[config.mk]
export PLATFORM = sky130hd
export DESIGN_NAME = spi_reg_bridge
export DESIGN_NICKNAME = d
export VERILOG_FILES = /design/src/rtl/spi_bridge_pkg.sv /design/src/rtl/spi_strobe_rise.sv /design/src/rtl/spi_clk_div.sv /design/src/rtl/spi_shift_path.sv /design/src/rtl/spi_reg_bridge.sv
export SDC_FILE = /design/constraint.sdc
export NUM_CORES = 1
export LEC_CHECK = 0
export BUFFER_PORTS_ARGS = -buffer_cell sky130_fd_sc_hd__buf_4
export CAP_MARGIN = 20
export CORE_MARGIN = 8
export CORE_UTILIZATION = 40
export CTS_BUF_LIST = sky130_fd_sc_hd__clkbuf_4 sky130_fd_sc_hd__clkbuf_8 sky130_fd_sc_hd__clkbuf_16
export CTS_CLUSTER_SIZE = 16
export DETAILED_ROUTE_END_ITERATION = 12
export PLACE_DENSITY = 0.63
export SLEW_MARGIN = 40
export SYNTH_ARGS = -nofsm -noshare
export SYNTH_HDL_FRONTEND = slang
export SYNTH_SLANG_ARGS = --single-unit
[constraint.sdc]
create_clock -name clk -period 1.7 [get_ports clk]
set_clock_uncertainty 0.1 [all_clocks]
set_input_delay 0.255 -clock clk [delete_from_list [all_inputs] [get_ports clk]]
set_output_delay 0.255 -clock clk [all_outputs]
set_load 0.02 [all_outputs]
[src/rtl/spi_bridge_pkg.sv]
package spi_bridge_pkg;

    typedef enum logic [2:0] {
        ST_IDLE,
        ST_SETUP,
        ST_SHIFT,
        ST_HOLD,
        ST_DONE
    } bridge_state_t;

    localparam logic [7:0] STAT_OK      = 8'd0;
    localparam logic [7:0] STAT_BAD_TGT = 8'd3;

    localparam logic [7:0] TGT_CONV = 8'd0;
    localparam logic [7:0] TGT_PLL  = 8'd1;

endpackage

[src/rtl/spi_strobe_rise.sv]
module spi_strobe_rise #(
    parameter int N = 2
) (
    input  logic         clk,
    input  logic         rst_n,
    input  logic [N-1:0] level,
    output logic [N-1:0] rise
);
    logic [N-1:0] prev_q;

    always_ff @(posedge clk or negedge rst_n) begin
        if (!rst_n) prev_q <= '0;
        else        prev_q <= level;
    end

    genvar g;
    generate
        for (g = 0; g < N; g++) begin : g_edge
            assign rise[g] = level[g] & ~prev_q[g];
        end
    endgenerate
endmodule

[src/rtl/spi_clk_div.sv]
module spi_clk_div #(
    parameter int HALF_DIV = 2
) (
    input  logic clk,
    input  logic rst_n,
    input  logic run,
    output logic tick
);
    localparam int CW = (HALF_DIV > 1) ? $clog2(HALF_DIV) : 1;
    localparam logic [CW-1:0] LAST = CW'(HALF_DIV - 1);

    logic [CW-1:0] cnt_q;

    always_ff @(posedge clk or negedge rst_n) begin
        if (!rst_n)             cnt_q <= '0;
        else if (!run)          cnt_q <= '0;
        else if (cnt_q == LAST) cnt_q <= '0;
        else                    cnt_q <= cnt_q + 1'b1;
    end

    assign tick = run && (cnt_q == LAST);
endmodule

[src/rtl/spi_shift_path.sv]
module spi_shift_path #(
    parameter int FRAME_BITS = 49,
    parameter int DATA_W     = 32
) (
    input  logic                  clk,
    input  logic                  rst_n,
    input  logic                  load,
    input  logic [FRAME_BITS-1:0] load_word,
    input  logic                  rise_ev,
    input  logic                  fall_ev,
    input  logic                  miso,
    output logic                  sclk,
    output logic                  mosi,
    output logic [DATA_W-1:0]     rx_word,
    output logic [$clog2(FRAME_BITS+1)-1:0] bits_done
);
    localparam int BW = $clog2(FRAME_BITS + 1);

    logic [FRAME_BITS-1:0] tx_q;
    logic [DATA_W-1:0]     rx_q;
    logic [BW-1:0]         cnt_q;
    logic                  sclk_q;

    always_ff @(posedge clk or negedge rst_n) begin
        if (!rst_n) begin
            tx_q   <= '0;
            rx_q   <= '0;
            cnt_q  <= '0;
            sclk_q <= 1'b0;
        end else if (load) begin
            tx_q   <= load_word;
            cnt_q  <= '0;
            sclk_q <= 1'b0;
        end else if (rise_ev) begin
            sclk_q <= 1'b1;
            rx_q   <= {rx_q[DATA_W-2:0], miso};
            cnt_q  <= cnt_q + 1'b1;
        end else if (fall_ev) begin
            sclk_q <= 1'b0;
            tx_q   <= {tx_q[FRAME_BITS-2:0], 1'b0};
        end
    end

    assign sclk      = sclk_q;
    assign mosi      = tx_q[FRAME_BITS-1];
    assign rx_word   = rx_q;
    assign bits_done = cnt_q;
endmodule

[src/rtl/spi_reg_bridge.sv]
module spi_reg_bridge #(
    parameter int SEL_W    = 8,
    parameter int ADDR_W   = 16,
    parameter int DATA_W   = 32,
    parameter int HALF_DIV = 2
) (
    input  logic              clk,
    input  logic              rst_n,
    input  logic [SEL_W-1:0]  tgt_sel,
    input  logic [ADDR_W-1:0] reg_addr,
    input  logic [DATA_W-1:0] wr_data,
    input  logic              wr_strobe,
    input  logic              rd_strobe,
    output logic [DATA_W-1:0] rd_data,
    output logic              idle,
    output logic [7:0]        status,
    output logic              sclk,
    output logic              mosi,
    input  logic              miso,
    output logic              cs_conv_n,
    output logic              cs_pll_n
);
    import spi_bridge_pkg::*;

    localparam int FRAME_BITS = 1 + ADDR_W + DATA_W;
    localparam int BW         = $clog2(FRAME_BITS + 1);
    localparam logic [BW-1:0] LAST_BIT = BW'(FRAME_BITS);

    bridge_state_t state_q, state_d;

    logic [1:0]            rises;
    logic                  wr_rise, rd_rise;
    logic                  tick;
    logic                  tgt_ok, start, accept, is_read;
    logic                  rise_ev, fall_ev, run;
    logic [FRAME_BITS-1:0] frame_word;
    logic [DATA_W-1:0]     rx_word;
    logic [BW-1:0]         bits_done;
    logic                  req_rd_q;

    spi_strobe_rise #(.N(2)) u_rise (
        .clk   (clk),
        .rst_n (rst_n),
        .level ({rd_strobe, wr_strobe}),
        .rise  (rises)
    );
    assign wr_rise = rises[0];
    assign rd_rise = rises[1];

    assign tgt_ok  = (tgt_sel == SEL_W'(TGT_CONV)) || (tgt_sel == SEL_W'(TGT_PLL));
    assign start   = (state_q == ST_IDLE) && (wr_rise || rd_rise);
    assign accept  = start && tgt_ok;
    assign is_read = !wr_rise;

    assign frame_word = {is_read, reg_addr, (is_read ? {DATA_W{1'b0}} : wr_data)};

    assign run = (state_q == ST_SETUP) || (state_q == ST_SHIFT) || (state_q == ST_HOLD);

    spi_clk_div #(.HALF_DIV(HALF_DIV)) u_div (
        .clk   (clk),
        .rst_n (rst_n),
        .run   (run),
        .tick  (tick)
    );

    assign rise_ev = (state_q == ST_SHIFT) && tick && !sclk;
    assign fall_ev = (state_q == ST_SHIFT) && tick && sclk;

    spi_shift_path #(.FRAME_BITS(FRAME_BITS), .DATA_W(DATA_W)) u_shift (
        .clk       (clk),
        .rst_n     (rst_n),
        .load      (accept),
        .load_word (frame_word),
        .rise_ev   (rise_ev),
        .fall_ev   (fall_ev),
        .miso      (miso),
        .sclk      (sclk),
        .mosi      (mosi),
        .rx_word   (rx_word),
        .bits_done (bits_done)
    );

    // state register
    always_ff @(posedge clk or negedge rst_n) begin
        if (!rst_n) state_q <= ST_IDLE;
        else        state_q <= state_d;
    end

    // next state
    always_comb begin
        state_d = state_q;
        unique case (state_q)
            ST_IDLE:  if (accept) state_d = ST_SETUP;
            ST_SETUP: if (tick)   state_d = ST_SHIFT;
            ST_SHIFT: if (fall_ev && bits_done == LAST_BIT) state_d = ST_HOLD;
            ST_HOLD:  if (tick)   state_d = ST_DONE;
            ST_DONE:  state_d = ST_IDLE;
            default:  state_d = ST_IDLE;
        endcase
    end

    // registered outputs
    always_ff @(posedge clk or negedge rst_n) begin
        if (!rst_n) begin
            cs_conv_n <= 1'b1;
            cs_pll_n  <= 1'b1;
            status    <= STAT_OK;
            rd_data   <= '0;
            req_rd_q  <= 1'b0;
        end else begin
            unique case (state_q)
                ST_IDLE: begin
                    if (accept) begin
                        req_rd_q  <= is_read;
                        cs_conv_n <= tgt_sel[0];
                        cs_pll_n  <= ~tgt_sel[0];
                        status    <= STAT_OK;
                    end else if (start) begin
                        status    <= STAT_BAD_TGT;
                    end
                end
                ST_HOLD: begin
                    if (tick) begin
                        cs_conv_n <= 1'b1;
                        cs_pll_n  <= 1'b1;
                    end
                end
                ST_DONE: begin
                    if (req_rd_q) rd_data <= rx_word;
                end
                default: ;
            endcase
        end
    end

    assign idle = (state_q == ST_IDLE);
endmodule

After elaboration in Yosys (flattened, before gate mapping)
Index checks and enable logic that the tools add are counted.
{"block": "totals", "register_bits": 137, "out_inout_bits": 45, "wordCells": 81}
{"block": "op_classes", "add_sub_neg": 2, "n_eq_ne": 11, "n_mux": 23, "bitwise": 6, "n_reduce_logical": 27}
{"cell": "$mux W49", "count": 3}
{"cell": "$mux W32", "count": 1}
{"cell": "$mux W8", "count": 2}
{"cell": "$mux W3", "count": 4}
{"cell": "$mux W6", "count": 2}
{"cell": "$pmux W3 S4", "count": 1}
{"cell": "$reduce_and A2 Y1", "count": 5}
{"cell": "$eq A8 B1 Y1 const B", "count": 1}
{"cell": "$logic_not A8 Y1", "count": 1}
{"cell": "$mux W1", "count": 8}
{"cell": "$reduce_bool A2 Y1", "count": 4}
{"cell": "$logic_and A1 B1 Y1", "count": 7}
{"cell": "$add A6 B1 Y6 const B", "count": 1}
{"cell": "$eq A3 B2 Y1 const B", "count": 2}
{"cell": "$eq A6 B6 Y1 const B", "count": 1}
{"cell": "$ne A2 B2 Y1 const B", "count": 3}
{"cell": "$logic_or A1 B1 Y1", "count": 4}
{"cell": "$ne A2 B1 Y1 const B", "count": 2}
{"cell": "$not A1 Y1", "count": 4}
{"cell": "$pmux W1 S2", "count": 2}
{"cell": "$reduce_and A4 Y1", "count": 1}
{"cell": "$eq A3 B1 Y1 const B", "count": 1}
{"cell": "$eq A3 B3 Y1 const B", "count": 1}
{"cell": "$logic_not A3 Y1", "count": 1}
{"cell": "other kinds (5)", "count": 7}

Logic depth before layout (Yosys ltp)
{"block": "logic_depth", "ltp_word": 9, "mapped_depth": 7, "mapped_depth_nobuf": 5}

By module
Synthesis repeated with hierarchy kept, for this count alone.
{"block": "unflattened", "cells_unflattened": 411, "area_unflattened_um2": 6024.5}
{"mod": "spi_shift_path", "n_inst": 1, "cells_per_inst": 255, "area_per_inst_um2": 3906.2, "seq_area_each_um2": 2202.1}
{"mod": "spi_reg_bridge", "n_inst": 1, "cells_per_inst": 149, "area_per_inst_um2": 1999.4, "seq_area_each_um2": 978.4}
{"mod": "spi_strobe_rise", "n_inst": 1, "cells_per_inst": 4, "area_per_inst_um2": 77.6, "seq_area_each_um2": 50.0}
{"mod": "spi_clk_div", "n_inst": 1, "cells_per_inst": 3, "area_per_inst_um2": 41.3, "seq_area_each_um2": 25.0}

Worst setup path after synthesis
No wires, ideal clock.
{"block": "synth_timing", "path_type": "register -> register", "startpoint": "register state_q[1]", "endpoint": "register u_shift.tx_q[23]", "arrival_time_ns": 1.574, "required_ns": 1.459, "setup_slack_ns": -0.115, "path_stages_with_launch": 7, "cell_sequence": "dfrtp_1 -> nor3_2 -> o2111ai_1 -> buf_2 -> buf_2 -> a21oi_1 -> a31oi_1"}
{"block": "synth_between", "elab_cells_between_ends": 16, "classes_between": "eq/ne (4); mux (1); reduce/logical (11)"}
{"item": "from (decl)", "line_no": "spi_reg_bridge.sv:29", "text": "bridge_state_t state_q, state_d;"}
{"item": "from (signal assigned)", "line_no": "spi_reg_bridge.sv:86", "text": "else state_q <= state_d;"}
{"item": "$logic_not A3 Y1 (*)"}
{"item": "net idle", "line_no": "spi_reg_bridge.sv:15", "text": "output logic idle,"}
{"item": "$logic_and A1 B1 Y1 (*)", "line_no": "spi_reg_bridge.sv:51", "text": "assign start = (state_q == ST_IDLE) && (wr_rise || rd_rise);"}
{"item": "$logic_and A1 B1 Y1 (*)", "line_no": "spi_reg_bridge.sv:52", "text": "assign accept = start && tgt_ok;"}
{"item": "$ne A2 B2 Y1 (no source line) or $reduce_bool A2 Y1 (tied branches)"}
{"item": "$reduce_and A2 Y1 (no source line)"}
{"item": "to (signal assigned)", "line_no": "spi_shift_path.sv:31", "text": "tx_q <= load_word;"}
{"item": "to (signal assigned)", "line_no": "spi_shift_path.sv:40", "text": "tx_q <= {tx_q[FRAME_BITS-2:0], 1'b0};"}
{"item": "to (decl)", "line_no": "spi_shift_path.sv:19", "text": "logic [FRAME_BITS-1:0] tx_q;"}
Mark *: on every way through the listed nets, which the timed path passes. The rest lies on a longest branch.
A chain may end at the register's enable or synchronous reset.

Final worst setup path
{"block": "layout_timing", "startpoint": "register state_q[1]", "endpoint": "register u_shift.tx_q[23]"}
{"block": "layout_between", "elab_chain_len": 8, "elab_cells_between_ends": 16, "classes_between": "eq/ne (4); mux (1); reduce/logical (11)"}
{"item": "$eq A3 B1 Y1 or $eq A3 B2 Y1 (tied branches)", "line_no": "spi_reg_bridge.sv:57, spi_reg_bridge.sv:66, spi_reg_bridge.sv:67"}
{"item": "$logic_or A1 B1 Y1 (2 in a row)", "line_no": "spi_reg_bridge.sv:57", "text": "assign run = (state_q == ST_SETUP) || (state_q == ST_SHIFT) || (state_q == ST_HOLD);"}
{"item": "$logic_and A1 B1 Y1", "line_no": "spi_clk_div.sv:21", "text": "assign tick = run && (cnt_q == LAST);"}
{"item": "$logic_and A1 B1 Y1", "line_no": "spi_reg_bridge.sv:66, spi_reg_bridge.sv:67"}
{"item": "$logic_and A1 B1 Y1 (on tied branches)", "line_no": "spi_reg_bridge.sv:66, spi_reg_bridge.sv:67"}
{"item": "$ne A2 B2 Y1 (no source line) or $reduce_bool A2 Y1 (tied branches)"}
{"item": "$reduce_and A2 Y1 (no source line)"}
Parallel ways exist; a longest one is shown, timed or not.

==> reports/metrics.csv <==
metric,value,unit
timing.final.max_slew_violations,0,
largest_net_degree_at_the_start_of_global_routing,60,
worstReg2RegStart,state_q[1],
grtUsageMet3,0.05791,
yosysTopAreaCellShare,0.5861,
finalSetupTns,-0.2400,ns
unrepaired_setup_endpoints_after_global_routing,true,
cts_tree,done,
setup.worst_path.start_class,flop,
area_growth_syn_to_layout,46.84,%
cts_max_path_buffers,2,
global_route_wire_length_before_repair,21910,microns
layout-drive-gt1-share,0.3989,
n_antenna_cell,0,
design.portCount,106,
cp_data_required_time,1.90,ns
period_utilisation_layout,1.023,
total_track_usage,0.1520,
place_area,6534,sq um
arrival,1.94,ns
final_area,8025,sq um
cts_sinks,130,
die_height,132.9,microns
dr.first_iter.drc_count,317,
row_count,42,
power.static_leakage,3.936,nW
clockRootBuffer,sky130_fd_sc_hd__clkbuf_16,
dominant_cells_by_area_after_synthesis,"sky130_fd_sc_hd__dfrtp_1 59%, sky130_fd_sc_hd__nand2_1 13%, sky130_fd_sc_hd__mux2_2 6.2%, sky130_fd_sc_hd__a31oi_1 5.4%, sky130_fd_sc_hd__a21oi_1 3.2%",
result_of_the_run,finished with violations,
setup_viol,13,
final_common_cell,sky130_fd_sc_hd__nand2_1,
antenna_found_initial,0,
utilization,0.6036,
irDropWorstVdd,0.6708,mV
drc,0,
avgViaCountPerCell,5.245,
grt.met2_usage,0.2324,
cap_viol_max_count,0,
critical_path.startpoint,state_q[1],
postSynthRegisterBits,130,
grt_overflow_total,0,
detailroute.via_count,4579,
critPathCaptureType,flop,
max_freq,575.1,MHz
start_util,0.4111,
fin_nets,747,
syn-cell-area,5465,sq um
firstDrtPassIters,5,
groute.layer.met1.usage,0.1918,
wl_per_instance,17.39,microns
power-per-cell-area,1343,nW/um^2
postSynthCellCount,555,
number_of_global_route_vias_before_repair,4475,
synth.yosys.warnings,0,
drt_wl_total,15180,microns
fin_ws,-0.03886,ns
worst_hold_startpoint,reg_addr[3],
failed_checks,setup timing,
seq_area_frac_synth,0.5957,
critical_path_class,flop to flop,
routabilityCongestion,0.7138,
detail-route-antenna-nets,0,
min_path_type,input pin to flop,
yosysTopAreaCell,sky130_fd_sc_hd__dfrtp_1,
insertion_delay,0.42,ns
h-tree-depth,4,
numPortBuffers,99,
timing.critical_path.fanout_max,30,
hold_viol,0,
top_usage_layer,met2,
cts_made_buffers,17,
floorplan.die_area,17660,sq um
post_synth.cell_area_avg,9.847,sq um
period_minus_slack,1.739,ns
clkTransAtPathRegs,0.05,ns
floorplan.core_area,13300,sq um
layout_common_cells,"185 x sky130_fd_sc_hd__nand2_1, 126 x sky130_fd_sc_hd__dfrtp_1, 111 x sky130_fd_sc_hd__buf_4",
die_w,132.9,microns
hpwlAfterDp,8241,microns
synth.distinct_cells,38,
==> area by class of cell <==
type / count / area, sq um
clock buffer: 19 / 446.7
clock inverter: 13 / 165.2
fill: 1054 / 5270
inverter: 3 / 11.26
multi-input combinational: 381 / 2437
sequential: 130 / 3258
tap: 176 / 220.2
timing repair buffer: 151 / 1486
==> stage by stage <==
step | setup slack, ns | cells | hold slack, ns | power [mW]
3_3_place_gp | -0.08844 | 809 | 0.09460 | 6.111
3_5_place_dp | -0.1306 | 809 | 0.1006 | 6.213
2_1_floorplan | -0.01414 | 560 | -0.1406 | 5.475
4_1_cts | 0.001329 | 849 | 0.003903 | 10.07
5_1_grt | -0.09729 | 873 | 0.01178 | 11.31
6_report | -0.03886 | 873 | 0.01805 | 10.78
==> cell usage after synthesis, drive strengths merged <==
cell     instances
nand2          196
xor2             1
and3             1
buf             35
conb             1
nor2            24
dfstp            2
nor4             3
nand3            5
o2111ai          1
inv              3
nor3             5
o2111a           1
mux2            32
nand4            1
nor2b            2
or2              1
nor3b            1
dfrtp          128
nand4bb          1
o21ai            6
a31oi           47
o31a             2
a21oi           35
clkbuf          11
nand2b           1
and4b            1
ha               2
and4             1
a32o             1
xnor2            4
==> flip-flops by register name, indices dropped and copies added, names as in the netlist <==
name               count
u_shift.bits_done      6
u_shift.tx_q          49
state_q                3
u_rise.prev_q          2
req_rd_q               1
cs_conv_n              1
u_shift.rx_word       32
rd_data               32
cs_pll_n               1
status                 1
u_shift.sclk           1
u_div.cnt_q            1
==> worst paths after layout <==
path / end / slack [ns] / depth (start not counted)
setup reg to reg: u_shift.tx_q[23] / -0.04 / 6
hold reg to reg: u_shift.rx_word[22] / 0.39 / 2
setup / recovery: u_shift.tx_q[23] / -0.04 / 6
hold / removal: u_shift.tx_q[35] / 0.02 / 3
min in group asynchronous: u_shift.tx_q[31] / 0.21 / 2
max in group asynchronous: u_shift.tx_q[1] / 0.74 / 3
==> critical path: stages (launching register included) <==
cell and delay [ns]:
sky130_fd_sc_hd__dfrtp_2 0.46, sky130_fd_sc_hd__nor3_4 0.23, sky130_fd_sc_hd__buf_6 0.13, sky130_fd_sc_hd__o2111ai_4 0.16, sky130_fd_sc_hd__buf_12 0.23, sky130_fd_sc_hd__a21oi_1 0.25, sky130_fd_sc_hd__a31oi_4 0.04
==> cells by family after synthesis <==
| group | share of synthesized area |
|---|---|
| AO/OA/AOI/OAI | 0.1000 |
| XOR/XNOR | 0.008012 |
| adder cells (fa/ha/maj) | 0.004578 |
| buffers and inverters | 0.04556 |
| flip-flops | 0.5957 |
| multiplexers | 0.06593 |
| other | 0.0006862 |
| AND/OR/NAND/NOR | 0.1795 |
==> routing by layer <==
| metal | routed length (microns) | vias to the layer above |
|---|---|---|
| li1 | - | 2113 |
| met1 | 6577 | 2271 |
| met2 | 7399 | 177 |
| met3 | 1000 | 18 |
| met4 | 205 | 0 |
| met5 | 0 | - |
==> what timing repair did <==
| action | CTS | global route |
|---|---|---|
| cloned | 0 | 14 |
| hold buffers | 7 | 0 |
| gates resized for setup | 2 | 91 |
| pin swaps | 1 | 21 |
| endpoints found under the setup margin | 36 | 48 |
| hold endpoints to repair | 60 | 0 |
| setup buffers | 2 | 10 |
==> power by group <==
part	switching, mW	internal [mW]
logic	1.27	1.34
registers	0.537	3.84
clock network	1.31	2.48
total	3.12	7.66
Power figures use the tool's default switching activity.
